--- src/rtl/txf_pkg.sv ---
// Shared constants and types of the asynchronous frame transmitter.
// Assumes at most nine data bits and one optional parity bit per frame.
package txf_pkg;
    localparam int MAX_DATA = 9;                 // widest data field
    localparam int FRAME_W  = MAX_DATA + 2;      // start + data + parity
    localparam int HALF_W   = 5;                 // holds up to 2*FRAME_W+4 half bits
    localparam int IDX_W    = HALF_W - 1;        // bit index inside a frame

    typedef enum logic [1:0] {
        ST_IDLE = 2'd0,
        ST_GAP  = 2'd1,
        ST_SEND = 2'd2
    } txf_state_e;

    typedef struct packed {
        logic [FRAME_W-1:0] bits;    // bit k is sent during bit period k
        logic [HALF_W-1:0]  halves;  // total frame length in half-bit ticks
        logic               brk;     // send as break
    } txf_frame_t;
endpackage

--- src/rtl/txf_builder.sv ---
// Frame builder: turns a data word and the format controls into a bit
// vector in transmit order plus the frame length in half-bit ticks.
// Purely combinational; the caller captures the result on acceptance.
module txf_builder
    import txf_pkg::*;
(
    input  logic [MAX_DATA-1:0] data,
    input  logic                brk,
    input  logic [1:0]          width_code,
    input  logic [1:0]          parity_code,
    input  logic [1:0]          stop_code,
    input  logic                msb_first,
    output txf_frame_t          frame
);
    localparam logic [3:0] FULL_W = 4'(MAX_DATA);

    logic [3:0]          nd;
    logic                par_en;
    logic                ones;
    logic [MAX_DATA-1:0] left_aligned;

    // Decode the number of data bits.
    always_comb begin
        case (width_code)
            2'd1:    nd = 4'd7;
            2'd3:    nd = 4'd9;
            default: nd = 4'd8;
        endcase
    end

    assign par_en       = parity_code[1];
    assign left_aligned = data << (FULL_W - nd);

    // Reduce the selected data bits to their parity.
    always_comb begin
        ones = 1'b0;
        for (int i = 0; i < MAX_DATA; i++) begin
            if (i < int'(nd)) ones = ones ^ data[i];
        end
    end

    // Lay out start, data, parity; unused positions stay at mark.
    always_comb begin
        frame.bits    = '1;
        frame.bits[0] = 1'b0;
        for (int i = 0; i < MAX_DATA; i++) begin
            if (i < int'(nd))
                frame.bits[i+1] = msb_first ? left_aligned[MAX_DATA-1-i] : data[i];
        end
        for (int j = 1; j < FRAME_W; j++) begin
            if (par_en && j == int'(nd) + 1)
                frame.bits[j] = parity_code[0] ? ~ones : ones;
        end
        frame.halves = HALF_W'(2 * (1 + int'(nd) + int'(par_en)) + int'(stop_code) + 1);
        frame.brk    = brk;
    end
endmodule

--- src/rtl/txf_timer.sv ---
// Frame timer: walks through the optional gap and the captured frame,
// one step per half-bit tick, and flags the final tick of the frame.
// Assumes start is only raised while idle.
module txf_timer
    import txf_pkg::*;
#(
    parameter int GAP_W = 2
) (
    input  logic             clk,
    input  logic             rst_n,
    input  logic             half_tick,
    input  logic             start,
    input  txf_frame_t       frame_in,
    input  logic [GAP_W-1:0] gap_code,
    output logic             busy,
    output logic             raw_level,
    output logic             frame_end
);
    localparam int GCNT_W = GAP_W + 1;

    txf_state_e        state;
    txf_frame_t        frame_q;
    logic [HALF_W-1:0] hcnt;
    logic [GCNT_W-1:0] gcnt;
    logic [GCNT_W-1:0] gap_halves;
    logic [GCNT_W-1:0] gap_q;
    logic [IDX_W-1:0]  bit_idx;
    logic              gap_end;

    assign bit_idx   = hcnt[HALF_W-1:1];
    assign gap_end   = (state == ST_GAP) && half_tick && (gcnt == gap_q - 1'b1);
    assign frame_end = (state == ST_SEND) && half_tick && (hcnt == frame_q.halves - 1'b1);
    assign busy      = (state != ST_IDLE);
    assign gap_halves = {gap_code, 1'b0};

    // Sequence idle -> gap -> frame -> idle, counting half-bit ticks.
    always_ff @(posedge clk) begin
        if (!rst_n) begin
            state   <= ST_IDLE;
            frame_q <= '0;
            hcnt    <= '0;
            gcnt    <= '0;
            gap_q   <= '0;
        end else begin
            case (state)
                ST_IDLE: begin
                    if (start) begin
                        frame_q <= frame_in;
                        gap_q   <= gap_halves;
                        hcnt    <= '0;
                        gcnt    <= '0;
                        state   <= (gap_halves == '0) ? ST_SEND : ST_GAP;
                    end
                end
                ST_GAP: begin
                    if (gap_end) begin
                        state <= ST_SEND;
                        hcnt  <= '0;
                    end else if (half_tick) begin
                        gcnt <= gcnt + 1'b1;
                    end
                end
                ST_SEND: begin
                    if (frame_end) state <= ST_IDLE;
                    else if (half_tick) hcnt <= hcnt + 1'b1;
                end
                default: state <= ST_IDLE;
            endcase
        end
    end

    // Select the level of the current bit; mark outside the frame body.
    always_comb begin
        raw_level = 1'b1;
        if (state == ST_SEND) begin
            if (frame_q.brk)
                raw_level = 1'b0;
            else if (int'(bit_idx) < FRAME_W)
                raw_level = frame_q.bits[bit_idx];
        end
    end
endmodule

--- src/rtl/txf_pin.sv ---
// Line driver: applies inversion and decides whether the line is driven.
// Assumes busy covers both the gap and the frame.
module txf_pin (
    input  logic raw_level,
    input  logic busy,
    input  logic invert,
    input  logic auto_release,
    output logic line_out,
    output logic line_oe
);
    // Invert the level and release it while idle when asked to.
    always_comb begin
        line_out = raw_level ^ invert;
        line_oe  = busy | ~auto_release;
    end
endmodule

--- src/rtl/async_frame_tx.sv ---
// Asynchronous frame transmitter top: handshake, CTS gating, completion
// status, and the builder/timer/pin chain. Assumes half_tick is a one-cycle
// pulse at twice the bit rate from an external divider.
module async_frame_tx
    import txf_pkg::*;
#(
    parameter int GAP_W = 2
) (
    input  logic                clk,
    input  logic                rst_n,
    input  logic                half_tick,
    input  logic                word_valid,
    output logic                word_ready,
    input  logic [MAX_DATA-1:0] word_data,
    input  logic                word_brk,
    input  logic [1:0]          cfg_width,
    input  logic [1:0]          cfg_parity,
    input  logic [1:0]          cfg_stop,
    input  logic                cfg_msb_first,
    input  logic [GAP_W-1:0]    cfg_gap,
    input  logic                cfg_cts_en,
    input  logic                cfg_cts_active_high,
    input  logic                cts_in,
    input  logic                cfg_invert,
    input  logic                cfg_auto_release,
    output logic                line_out,
    output logic                line_oe,
    output logic                tx_idle,
    output logic                frame_done
);
    txf_frame_t built;
    logic       busy;
    logic       raw_level;
    logic       frame_end;
    logic       cts_ok;
    logic       accept;

    assign cts_ok     = ~cfg_cts_en | (cts_in == cfg_cts_active_high);
    assign word_ready = ~busy & cts_ok;
    assign accept     = word_valid & word_ready;
    assign tx_idle    = ~busy & ~word_valid;

    txf_builder u_builder (
        .data        (word_data),
        .brk         (word_brk),
        .width_code  (cfg_width),
        .parity_code (cfg_parity),
        .stop_code   (cfg_stop),
        .msb_first   (cfg_msb_first),
        .frame       (built)
    );

    txf_timer #(.GAP_W(GAP_W)) u_timer (
        .clk       (clk),
        .rst_n     (rst_n),
        .half_tick (half_tick),
        .start     (accept),
        .frame_in  (built),
        .gap_code  (cfg_gap),
        .busy      (busy),
        .raw_level (raw_level),
        .frame_end (frame_end)
    );

    txf_pin u_pin (
        .raw_level    (raw_level),
        .busy         (busy),
        .invert       (cfg_invert),
        .auto_release (cfg_auto_release),
        .line_out     (line_out),
        .line_oe      (line_oe)
    );

    // Pulse completion after the last stop tick when nothing is waiting.
    always_ff @(posedge clk) begin
        if (!rst_n) frame_done <= 1'b0;
        else        frame_done <= frame_end & ~word_valid;
    end
endmodule

--- config.mk ---
export PLATFORM = sky130hd
export DESIGN_NAME = async_frame_tx
export DESIGN_NICKNAME = d
export VERILOG_FILES = /design/src/rtl/txf_pkg.sv /design/src/rtl/txf_builder.sv /design/src/rtl/txf_timer.sv /design/src/rtl/txf_pin.sv /design/src/rtl/async_frame_tx.sv
export SDC_FILE = /design/constraint.sdc
export NUM_CORES = 1
export LEC_CHECK = 0
export ABC_AREA = 1
export BUFFER_PORTS_ARGS = -buffer_cell sky130_fd_sc_hd__buf_2
export CORE_MARGIN = 8
export CORE_UTILIZATION = 57
export DETAILED_ROUTE_END_ITERATION = 8
export GPL_ROUTABILITY_DRIVEN = 0
export PLACE_DENSITY = 0.91
export SLEW_MARGIN = 20
export SYNTH_ARGS = -nofsm -noshare
export SYNTH_HDL_FRONTEND = slang
export SYNTH_SLANG_ARGS = --single-unit
--- constraint.sdc ---
create_clock -name clk -period 2.2 [get_ports clk]
set_input_delay 0.44 -clock clk [delete_from_list [all_inputs] [get_ports clk]]
set_output_delay 0.44 -clock clk [all_outputs]
set_load 0.03 [all_outputs]
After elaboration in Yosys (flattened, before gate mapping) --
Index checks and enable logic that the tools add are counted.
Word-level totals: flip-flop bits (word level) 29, word-level logic and storage cells 154, input port bits 28, output and inout bits 5
Operators by class: $add $sub $neg 9, reductions and logical operators 23, shift-type cells 1, bitwise operators 20, equal/unequal tests 24, muxes and demuxes 58, order comparisons 11
Operators with widths (number):
- 2-to-1 mux 1 bit | 42
- == test 3 x 5 -> 1 bit, first input constant | 4
- 2-to-1 mux 5 bit | 4
- < comparator 3 x 4 -> 1 bit, first input constant | 4
- == test 4 x 5 -> 1 bit, first input constant | 3
- one-hot mux 5 bit (3 select lines) | 1
- logical AND 1 bit | 14
- != test 2 bit, second input constant | 6
- == test 2 x 5 -> 1 bit, first input constant | 2
- 2-to-1 mux 3 bit | 3
- << shifter 9 x 4 -> 9 bit | 1
- bitwise XOR 1 bit | 9
- < comparator 1 x 4 -> 1 bit, first input constant | 2
- < comparator 2 x 4 -> 1 bit, first input constant | 2
- 2-to-1 mux 2 bit | 4
- one-hot mux 4 bit (2 select lines) | 1
- one-hot mux 2 bit (3 select lines) | 1
- one-hot mux 3 bit (2 select lines) | 1
- adder 4 x 1 -> 5 bit, second input constant | 1
- adder 5 x 1 -> 5 bit, second input constant | 1
- adder 5 x 2 -> 5 bit, second input constant | 1
- adder 5 x 3 -> 5 bit | 1
- == test 1 x 5 -> 1 bit, first input constant | 1
- == test 5 bit | 1
- 25 further kinds | 36

Depth between registers and ports, before layout --
Gate-level depths: netlist of the first run.
depth after elaboration 23, gate-level depth with buffers 12

Modules after synthesis --
Synthesis of the first run repeated with hierarchy kept, for this count alone.
Unflattened totals: cell total of the unflattened synthesis 370, area total of the unflattened synthesis 2232.1 sq um
Modules (own cells, without submodules):
- txf_timer | area an instance 1567.8 sq um, cells an instance 235, times used 1, seq. area each 580.6 sq um
- txf_builder | area an instance 558.0 sq um, cells an instance 114, times used 1, seq. area each 0.0 sq um
- async_frame_tx | area an instance 80.1 sq um, cells an instance 14, times used 1, seq. area each 20.0 sq um
- txf_pin | area an instance 26.3 sq um, cells an instance 7, times used 1, seq. area each 0.0 sq um

Worst setup path after synthesis of the first run --
Ideal clock, no wire load.
kind input to register, start in cfg_width[0], end reg u_timer.frame_q[3] (netlist name), data required time 2.081 ns, arrival time 1.642 ns, stages on the path 7, setup time 0.119 ns, buffers on the path 1, slack 0.439 ns, path through buf_4 > inv_2 > ha_1 > fa_1 > xor2_1 > o21ai_0 > a21oi_1
Between the ends: cells in the longest elaborated chain, start to end 6
Ends and longest elaborated chain:
- start, declared | line async_frame_tx.sv:16 | input logic [1:0] cfg_width,
- == test 2 bit or == test 2 x 1 -> 1 bit (tied branches) | line txf_builder.sv:24 | case (width_code)
- one-hot mux 4 bit (2 select lines) (*) | line txf_builder.sv:24
- adder 4 x 1 -> 5 bit (*)
- adder 4 x 2 -> 4 bit (*) | line txf_builder.sv:54 | frame.halves = HALF_W'(2 * (1 + int'(nd) + int'(par_en)) + int'(stop_code) + 1);
- adder 5 x 3 -> 5 bit (*) | line txf_builder.sv:54
- adder 5 x 2 -> 5 bit (*) | line txf_builder.sv:54
- end signal, assigned | line txf_timer.sv:48 | frame_q <= frame_in;
- end, declared | line txf_timer.sv:22 | txf_frame_t frame_q;
Every way passes the cells marked *; elsewhere a longest branch is shown, timed or not. A chain may end at the register's enable or synchronous reset.

Worst setup path after layout of the first run --
start reg u_timer.hcnt[1], end out line_out
Between the ends: cells in the longest elaborated chain, start to end 6
Ends and longest elaborated chain:
- start, declared | line txf_timer.sv:23 | logic [HALF_W-1:0] hcnt;
- start signal, assigned | line txf_timer.sv:65 | else if (half_tick) hcnt <= hcnt + 1'b1;
- binary-select mux 1 bit (select 4 bit) | line txf_timer.sv:79 | raw_level = frame_q.bits[bit_idx];
- 2-to-1 mux 1 bit (not written as such) | line txf_timer.sv:79
- 2-to-1 mux 1 bit (*) | line txf_timer.sv:78 | else if (int'(bit_idx) < FRAME_W)
- 2-to-1 mux 1 bit (*) | line txf_timer.sv:76 | if (frame_q.brk)
- 2-to-1 mux 1 bit (*) | line txf_timer.sv:75 | if (state == ST_SEND) begin
- bitwise XOR 1 bit (*) | line txf_pin.sv:13 | line_out = raw_level ^ invert;
- end, declared | line async_frame_tx.sv:26 | output logic line_out,
Every way passes the cells marked *; elsewhere a longest branch is shown, timed or not. The select of a mux whose other input is x is not followed.

==> impl_metrics.yaml, run 1 <==
status:
  result_of_the_run: "complete, no violations"
synthesis:
  yosys-mux-area-fraction_pct: 0
  netlist_instances: 333
  number_of_synthesized_register_bits: 29
  synth_compound_area_share_pct: 19.3
  synth_xor_area_share_pct: 5.53
  fraction_of_the_mapped_netlist_area_in_simple_logic_gates_pct: 34.2
  synth.yosys.warnings: 0
  largest_family_of_logic_cells_by_synthesized_area: "simple AND/OR/NAND/NOR gates"
  synth-seq-area-share_pct: 26.4
  synth_adder_area_share_pct: 3.76
  syn_avg_cell_area_um2: 6.59
  synthDistinctLibCells: 39
  synthesis.area_um2: 2200
  synth_fp_nets: 367
clock_network:
  clk_pin_slew_worst_paths_ns: 0.06
  postCtsHoldBufs: 0
  htree_num_levels: 2
  post_cts.repair.setup_buffers: 0
  cts.root.buffer_cell: "sky130_fd_sc_hd__clkbuf_8"
  clkSinkCount: 29
  tritoncts: "done"
  cts_max_path_bufs: 2
  post_cts_resized: 0
  clkLatencyLatePin_ns: 0.29
  tritoncts.num_buffers: 5
setup_path:
  timing.rr.start: "u_timer.frame_q[1]"
  reg2regPathDepth: 9
  critical_path.max_fanout: 9
  cp.arrival_ns: 1.60
  worst-endpoint-required_ns: 1.76
  startpoint: "u_timer.hcnt[1]"
  end_kind: "output pin"
  critical_path.startpoint_type: "register"
  timing_worst_setup_path_type: "register to output pin"
timing:
  max_freq_ghz: 0.490
  slew_margin_rel_pct: 77.7
  final.setup.tns_ns: 0
  rsz0062_at_grt: "false"
  timing_worst_slew_pin_value_ns: 0.334
  min_period_ns: 2.04
  final_hold_fails: 0
  final_max_slew_viol_count: 0
  clock_tree_skew_after_final_layout_ns: 0.0107
  timing.final.crit_share_pct: 92.9
  setup_viol_count_final: 0
final_layout:
  fill_cell_instance_count_of_the_final_layout: 343
  layout.cell_area.non_filler_um2: 2460
  sequential_cell_area_um2: 583
  post_route_cells_drive_above_1_share_pct: 18.5
  final_nets: 396
  antenna-diode-count: 0
  layout-area-overhead-vs-synth_pct: 12.1
  multiInputGateArea_um2: 1380
global_routing:
  global_route_wire_length_before_repair_um: 9220
  antenna_found_initial: 0
  globalRouteOverflowTotal: 0
  number_of_global_route_vias_before_repair: 2196
  grt_max_degree: 22
  groute.usage.overall_pct: 17.9
drt:
  viasPerCell: 5.57
  firstDrtPassIters: 5
  drc: 0
  dr_wl_met2_um: 2480
  detailroute.wirelength.met3_um: 310
  highest-signal-layer: "met4"
  vias: 2291
  antenna_left: 0
  detailedRoute.firstIterationViolations: 128
  met1Wirelength_um: 2430
  detail_route.wl_per_cell_um: 13.0
  postRouteWirelength_um: 5330
die:
  chip_height_um: 78.1
  dieWidth_um: 78.1
  initial_utilization_pct: 59.5
  design.die.area_um2: 6090
  fp.coreArea_um2: 3690
  floorplan.io_pins: 33
  std_cell_rows: 22
hold_path:
  holdCritPathClass: "primary input to register"
  whs_path_depth: 2
  hold_path_startpoint: "cfg_stop[0]"
run:
  max_cap_viol_count: 0
placed_design:
  post-dp-hpwl_um: 4120
  buffer_ports.inserted: 32
  post_dp_cell_area_um2: 2360
power:
  power_density_nw_per_um2: 998
  power.ir.vdd_worst_mv: 0.536
  power_leakage_nw: 1.17
==> state kept, by name, indices dropped and copies added, names as in the netlist <==
| name | count |
|---|---|
| frame_done | 1 |
| u_timer.hcnt | 5 |
| u_timer.frame_q | 16 |
| u_timer.state | 2 |
| u_timer.gap_q | 2 |
| u_timer.gcnt | 3 |
==> per-layer routing <==
| metal | track usage (%) | vias up |
|---|---|---|
| li1 | - | 1155 |
| met1 | 21.0 | 1040 |
| met2 | 30.5 | 86 |
| met3 | 3.87 | 10 |
| met4 | 7.96 | 0 |
| met5 | 0 | - |
==> cells in the mapped netlist <==
cell type                  number  area [µm²]
sky130_fd_sc_hd__o211ai_1       2        15.0
sky130_fd_sc_hd__a22oi_4        1        21.3
sky130_fd_sc_hd__clkbuf_1       2        7.51
sky130_fd_sc_hd__nand2_4        2        22.5
sky130_fd_sc_hd__nor3_2         1        10.0
sky130_fd_sc_hd__nand3b_1       2        15.0
sky130_fd_sc_hd__buf_6          1        11.3
sky130_fd_sc_hd__xor2_2         1        16.3
sky130_fd_sc_hd__nand3_4        3        52.6
sky130_fd_sc_hd__dfxtp_1       29         581
sky130_fd_sc_hd__a21oi_2        1        8.76
sky130_fd_sc_hd__nand4_1        7        43.8
sky130_fd_sc_hd__buf_1          1        3.75
sky130_fd_sc_hd__nand3_2        1        10.0
sky130_fd_sc_hd__nor2_1        20        75.1
sky130_fd_sc_hd__nor3_1         1        5.00
sky130_fd_sc_hd__nand2_2        3        18.8
sky130_fd_sc_hd__nand2_1       91         342
sky130_fd_sc_hd__a21oi_1       27         135
sky130_fd_sc_hd__fa_1           1        20.0
sky130_fd_sc_hd__inv_1         39         146
sky130_fd_sc_hd__o22ai_1        2        12.5
sky130_fd_sc_hd__xnor2_1        6        52.6
sky130_fd_sc_hd__a221oi_1       1        8.76
sky130_fd_sc_hd__buf_4          4        30.0
sky130_fd_sc_hd__nand3_1       21         105
sky130_fd_sc_hd__o21bai_1       1        7.51
sky130_fd_sc_hd__inv_2          5        18.8
sky130_fd_sc_hd__o21a_1         2        15.0
sky130_fd_sc_hd__nor2_4         3        33.8
sky130_fd_sc_hd__o21ai_0       25         125
sky130_fd_sc_hd__o21ai_1        1        5.00
sky130_fd_sc_hd__ha_1           5        62.6
sky130_fd_sc_hd__nor2_2         1        6.26
sky130_fd_sc_hd__a31oi_1        4        25.0
sky130_fd_sc_hd__xor2_1         6        52.6
sky130_fd_sc_hd__o221ai_1       5        43.8
sky130_fd_sc_hd__nand3b_2       1        11.3
sky130_fd_sc_hd__buf_2          4        20.0
==> metrics by stage <==
| step | instances | utilization, % | total power, mW | hold WS, ns | worst slack, ns |
|---|---|---|---|---|---|
| finish | 411 | 66.8 | 2.46 | 0.383 | 0.157 |
| global route | 411 | 66.8 | 2.65 | 0.393 | 0.00200 |
| CTS | 411 | 66.7 | 2.46 | 0.380 | 0.0471 |
| detailed placement | 403 | 63.9 | 1.96 | 0.448 | 0.293 |
| global placement | 403 | 63.9 | 1.91 | 0.442 | 0.339 |
| floorplan | 333 | - | 1.73 | 0.425 | 0.439 |
==> path summary, 6_finish.rpt <==
path	slack (ns)	endpoint
worst min register to register	0.46	u_timer.frame_q[10]
worst min-delay path	0.38	u_timer.frame_q[1]
worst max register to register	0.48	u_timer.hcnt[2]
worst max-delay path	0.16	line_out
==> cells by family after synthesis <==
logic type,Yosys count
adders and majority gates,6
AOI/OAI and AO/OA,72
xor gates and xnor gates,13
buffers and inverters,56
and+or+nand+nor,157
DFF,29
==> cells in the final DEF, fill, tap and decap left out <==
master | Yosys | layout
sky130_fd_sc_hd__dfxtp_2 | 0 | 2
sky130_fd_sc_hd__o221ai_1 | 5 | 5
sky130_fd_sc_hd__o21a_1 | 2 | 2
sky130_fd_sc_hd__xor2_1 | 6 | 6
sky130_fd_sc_hd__clkinv_2 | 0 | 1
sky130_fd_sc_hd__nor3_1 | 1 | 1
sky130_fd_sc_hd__nand2_1 | 91 | 91
sky130_fd_sc_hd__o21ai_0 | 25 | 25
sky130_fd_sc_hd__a221oi_1 | 1 | 1
sky130_fd_sc_hd__a21oi_2 | 1 | 1
sky130_fd_sc_hd__nand2_2 | 3 | 3
sky130_fd_sc_hd__nor2_2 | 1 | 1
sky130_fd_sc_hd__buf_4 | 4 | 2
sky130_fd_sc_hd__clkbuf_8 | 0 | 7
sky130_fd_sc_hd__a31oi_1 | 4 | 4
sky130_fd_sc_hd__o211ai_1 | 2 | 2
sky130_fd_sc_hd__o21ai_1 | 1 | 1
sky130_fd_sc_hd__inv_2 | 5 | 5
sky130_fd_sc_hd__nor3_2 | 1 | 1
sky130_fd_sc_hd__inv_1 | 39 | 39
sky130_fd_sc_hd__nand4_1 | 7 | 7
sky130_fd_sc_hd__o21bai_1 | 1 | 1
sky130_fd_sc_hd__a22oi_4 | 1 | 1
sky130_fd_sc_hd__a21oi_1 | 27 | 27
sky130_fd_sc_hd__nand3_4 | 3 | 3
sky130_fd_sc_hd__buf_2 | 4 | 32
sky130_fd_sc_hd__dfxtp_1 | 29 | 27
sky130_fd_sc_hd__nand3_1 | 21 | 21
sky130_fd_sc_hd__nand3_2 | 1 | 1
sky130_fd_sc_hd__nor2_1 | 20 | 20
sky130_fd_sc_hd__xnor2_1 | 6 | 6
sky130_fd_sc_hd__nand3b_1 | 2 | 2
sky130_fd_sc_hd__nand3b_2 | 1 | 1
sky130_fd_sc_hd__nor2_4 | 3 | 3
sky130_fd_sc_hd__nand2_4 | 2 | 2
sky130_fd_sc_hd__fa_1 | 1 | 1
sky130_fd_sc_hd__xor2_2 | 1 | 1
sky130_fd_sc_hd__ha_1 | 5 | 5
sky130_fd_sc_hd__o22ai_1 | 2 | 2
==> worst max-delay path, cell delays in order, from the launching register on <==
cell and delay [ns]:
sky130_fd_sc_hd__dfxtp_2 0.42, sky130_fd_sc_hd__inv_1 0.10, sky130_fd_sc_hd__o22ai_1 0.14, sky130_fd_sc_hd__nand3_1 0.08, sky130_fd_sc_hd__o21ai_0 0.09, sky130_fd_sc_hd__nand2_1 0.07, sky130_fd_sc_hd__nand3_1 0.09, sky130_fd_sc_hd__nand3_1 0.08
sky130_fd_sc_hd__nand2_1 0.07, sky130_fd_sc_hd__buf_2 0.19
==> cell type report <==
cell class | instances | share of cell area (%)
Multi-Input combinational cell | 248 | 55.9
Sequential cell | 29 | 23.7
Timing Repair Buffer | 34 | 7.11
Inverter | 44 | 6.71
Clock buffer | 7 | 3.91
Tap cell | 48 | 2.44
Clock inverter | 1 | 0.203
==> power by group <==
part / switching (mW) / internal, mW / total [mW]
clock network: 0.209 / 0.282 / 0.491
logic: 0.757 / 0.424 / 1.18
registers: 0.128 / 0.657 / 0.784
Note: power is estimated with default switching activity, not from simulation.
==> inputs of run 2 (changes only) <==
Settings changed: BUFFER_PORTS_ARGS -buffer_cell sky130_fd_sc_hd__buf_2 to not set, CORE_MARGIN 8 to 3, CORE_UTILIZATION 57 to 64, DONT_BUFFER_PORTS set to 1.
==> impl_metrics.yaml, run 2 (same netlist as run 1, synthesis figures left out) <==
timing:
  min_period_ns: 2.05
  rsz0062_at_grt: "false"
  clock_tree_skew_after_final_layout_ns: 0.0218
  final.setup.tns_ns: 0
  slew_margin_rel_pct: 63.4
  fin_worst_hold_slack_ns: 0.151
  final_hold_fails: 0
  max_freq_ghz: 0.488
  timing_worst_slew_pin_value_ns: 0.547
  timing.final.crit_share_pct: 93.1
  final_max_slew_viol_count: 0
  setup_viol_count_final: 0
global_routing:
  number_of_global_route_vias_before_repair: 2101
  grt_max_degree: 22
  groute.usage.overall_pct: 26.3
  global_route_wire_length_before_repair_um: 8670
  globalRouteOverflowTotal: 0
  antenna_found_initial: 0
die:
  floorplan.io_pins: 33
  initial_utilization_pct: 69.6
  std_cell_rows: 20
  fp.coreArea_um2: 3150
  chip_height_um: 64.6
  design.die.area_um2: 4170
  dieWidth_um: 64.6
clock_network:
  clk_pin_slew_worst_paths_ns: 0.11
  cts.root.buffer_cell: "sky130_fd_sc_hd__clkbuf_4"
  htree_num_levels: 2
  postCtsHoldBufs: 0
  clkSinkCount: 29
  tritoncts.num_buffers: 5
  tritoncts: "done"
  post_cts.repair.setup_buffers: 0
  clkLatencyLatePin_ns: 0.35
  cts_max_path_bufs: 2
setup_path:
  max_incr_delay_on_cp_ns: 0.41
  r2r_end: "u_timer.hcnt[1]"
  timing.rr.start: "u_timer.frame_q[1]"
  timing_worst_setup_path_type: "register to output pin"
  crit_path_frequent_cell: "sky130_fd_sc_hd__nand2_1"
  worst_path_max_delay_cell: "sky130_fd_sc_hd__dfxtp_1"
  worst-endpoint-required_ns: 1.76
  reg2regPathDepth: 10
  reg2reg_slack_ns: 0.49
  cp_top_family: "simple AND/OR/NAND/NOR gates"
  crit_path_cell_trace: "nor2_1 -> o21ai_0 -> o211ai_1 -> nand3_1 -> nand2_1 -> nand2_1 -> nand2_2"
  end_kind: "output pin"
  cp.arrival_ns: 1.61
  critical_path.max_fanout: 7
  buffers_inverters_on_critical_path: 0
  critical_path.startpoint_type: "register"
final_layout:
  post_route_cells_drive_above_1_share_pct: 10.3
  mostFrequentLayoutCell: "sky130_fd_sc_hd__nand2_1"
  layout.cell_area.non_filler_um2: 2240
  antenna-diode-count: 0
  layout.core_utilization_pct: 71.2
  layout.cells.most_common_list: "sky130_fd_sc_hd__nand2_1, sky130_fd_sc_hd__inv_1, sky130_fd_sc_hd__a21oi_1, sky130_fd_sc_hd__dfxtp_1, sky130_fd_sc_hd__o21ai_0"
  largestRegisters: "u_timer.frame_q (16), u_timer.hcnt (5), u_timer.gcnt (3)"
  largest_register_ff_count: 16
  registers.top_by_ff_count: "u_timer.frame_q"
  final_nets: 363
  layout-area-overhead-vs-synth_pct: 2.22
  final_cell_count_no_fill: 374
drt:
  detailedRoute.firstIterationViolations: 109
  viasPerCell: 5.77
  drc: 0
  vias: 2157
  firstDrtPassIters: 4
  postRouteWirelength_um: 4930
  antenna_left: 0
  detail_route.wl_per_cell_um: 13.2
placed_design:
  post_dp_cell_area_um2: 2190
  buffer_ports.inserted: 0
  place.detailed.instances: 366
  post-dp-hpwl_um: 3860
hold_path:
  whs_path_depth: 1
  hold_path_startpoint: "word_valid"
  hold_path_end: "frame_done"
  holdCritPathClass: "primary input to register"
status:
  result_of_the_run: "complete, no violations"
power:
  power.ir.vdd_worst_mv: 0.589
  power_density_nw_per_um2: 979
  power_leakage_nw: 1.02
run:
  max_cap_viol_count: 0
## run 2: cell count changes in the layout (fill, tap and decap cells not counted)
cell | before | now
sky130_fd_sc_hd__buf_2 | 32 | 0
sky130_fd_sc_hd__clkbuf_8 | 7 | 0
sky130_fd_sc_hd__clkbuf_4 | 0 | 5
sky130_fd_sc_hd__buf_4 | 2 | 1
sky130_fd_sc_hd__clkbuf_1 | 0 | 1
sky130_fd_sc_hd__clkinv_2 | 1 | 2
sky130_fd_sc_hd__dfxtp_2 | 2 | 1
sky130_fd_sc_hd__dfxtp_4 | 0 | 1
sky130_fd_sc_hd__nand2_1 | 91 | 90
sky130_fd_sc_hd__nand2_2 | 3 | 4
## run 2: final cells by class
class	count	area, µm²
fill	287	908
clock buffer	6	41.3
timing repair buffer	1	7.51
inverter	44	165
tap	44	55.1
clock inverter	2	10.0
sequential	29	586
multi-input combinational	248	1380
## run 2: how the worst max path moves through the flow
stage | from | end | cells after the start
final | u_timer.hcnt[3] | line_out | 7
after global routing | u_timer.hcnt[2] | line_out | 8
after CTS | u_timer.hcnt[2] | line_out | 8
after detailed placement | u_timer.hcnt[1] | line_out | 8
after global placement | u_timer.hcnt[1] | line_out | 8
after floorplan | cfg_width[0] | u_timer.frame_q[3] | 7
## run 2: power by group
| group | leakage, nW | total (mW) | internal (mW) | switching (mW) |
|---|---|---|---|---|
| clock | 0.0320 | 0.318 | 0.121 | 0.196 |
| sequential | 0.240 | 0.785 | 0.659 | 0.126 |
| combinational | 0.749 | 1.10 | 0.381 | 0.714 |
## run 2: per-layer routing
metal,GRT usage [%],share of wire [%],vias up
met5,0,0,-
met4,12.7,3.0,0
met3,6.59,7.0,15
met2,47.9,50,70
met1,28.2,40,984
li1,-,-,1088
## run 2: repair_timing
item / CTS / global route
endpoints found under the hold margin: 0 / 0
endpoints found under the setup margin: 1 / 1
resized for setup: 1 / 3
## run 2: stage by stage
step | worst slack [ns] | total power, mW
6_report | 0.152 | 2.20
5_1_grt | 0.00304 | 2.39
4_1_cts | 0.0136 | 2.19
3_5_place_dp | 0.341 | 1.88
3_3_place_gp | 0.416 | 1.83
2_1_floorplan | 0.439 | 1.73
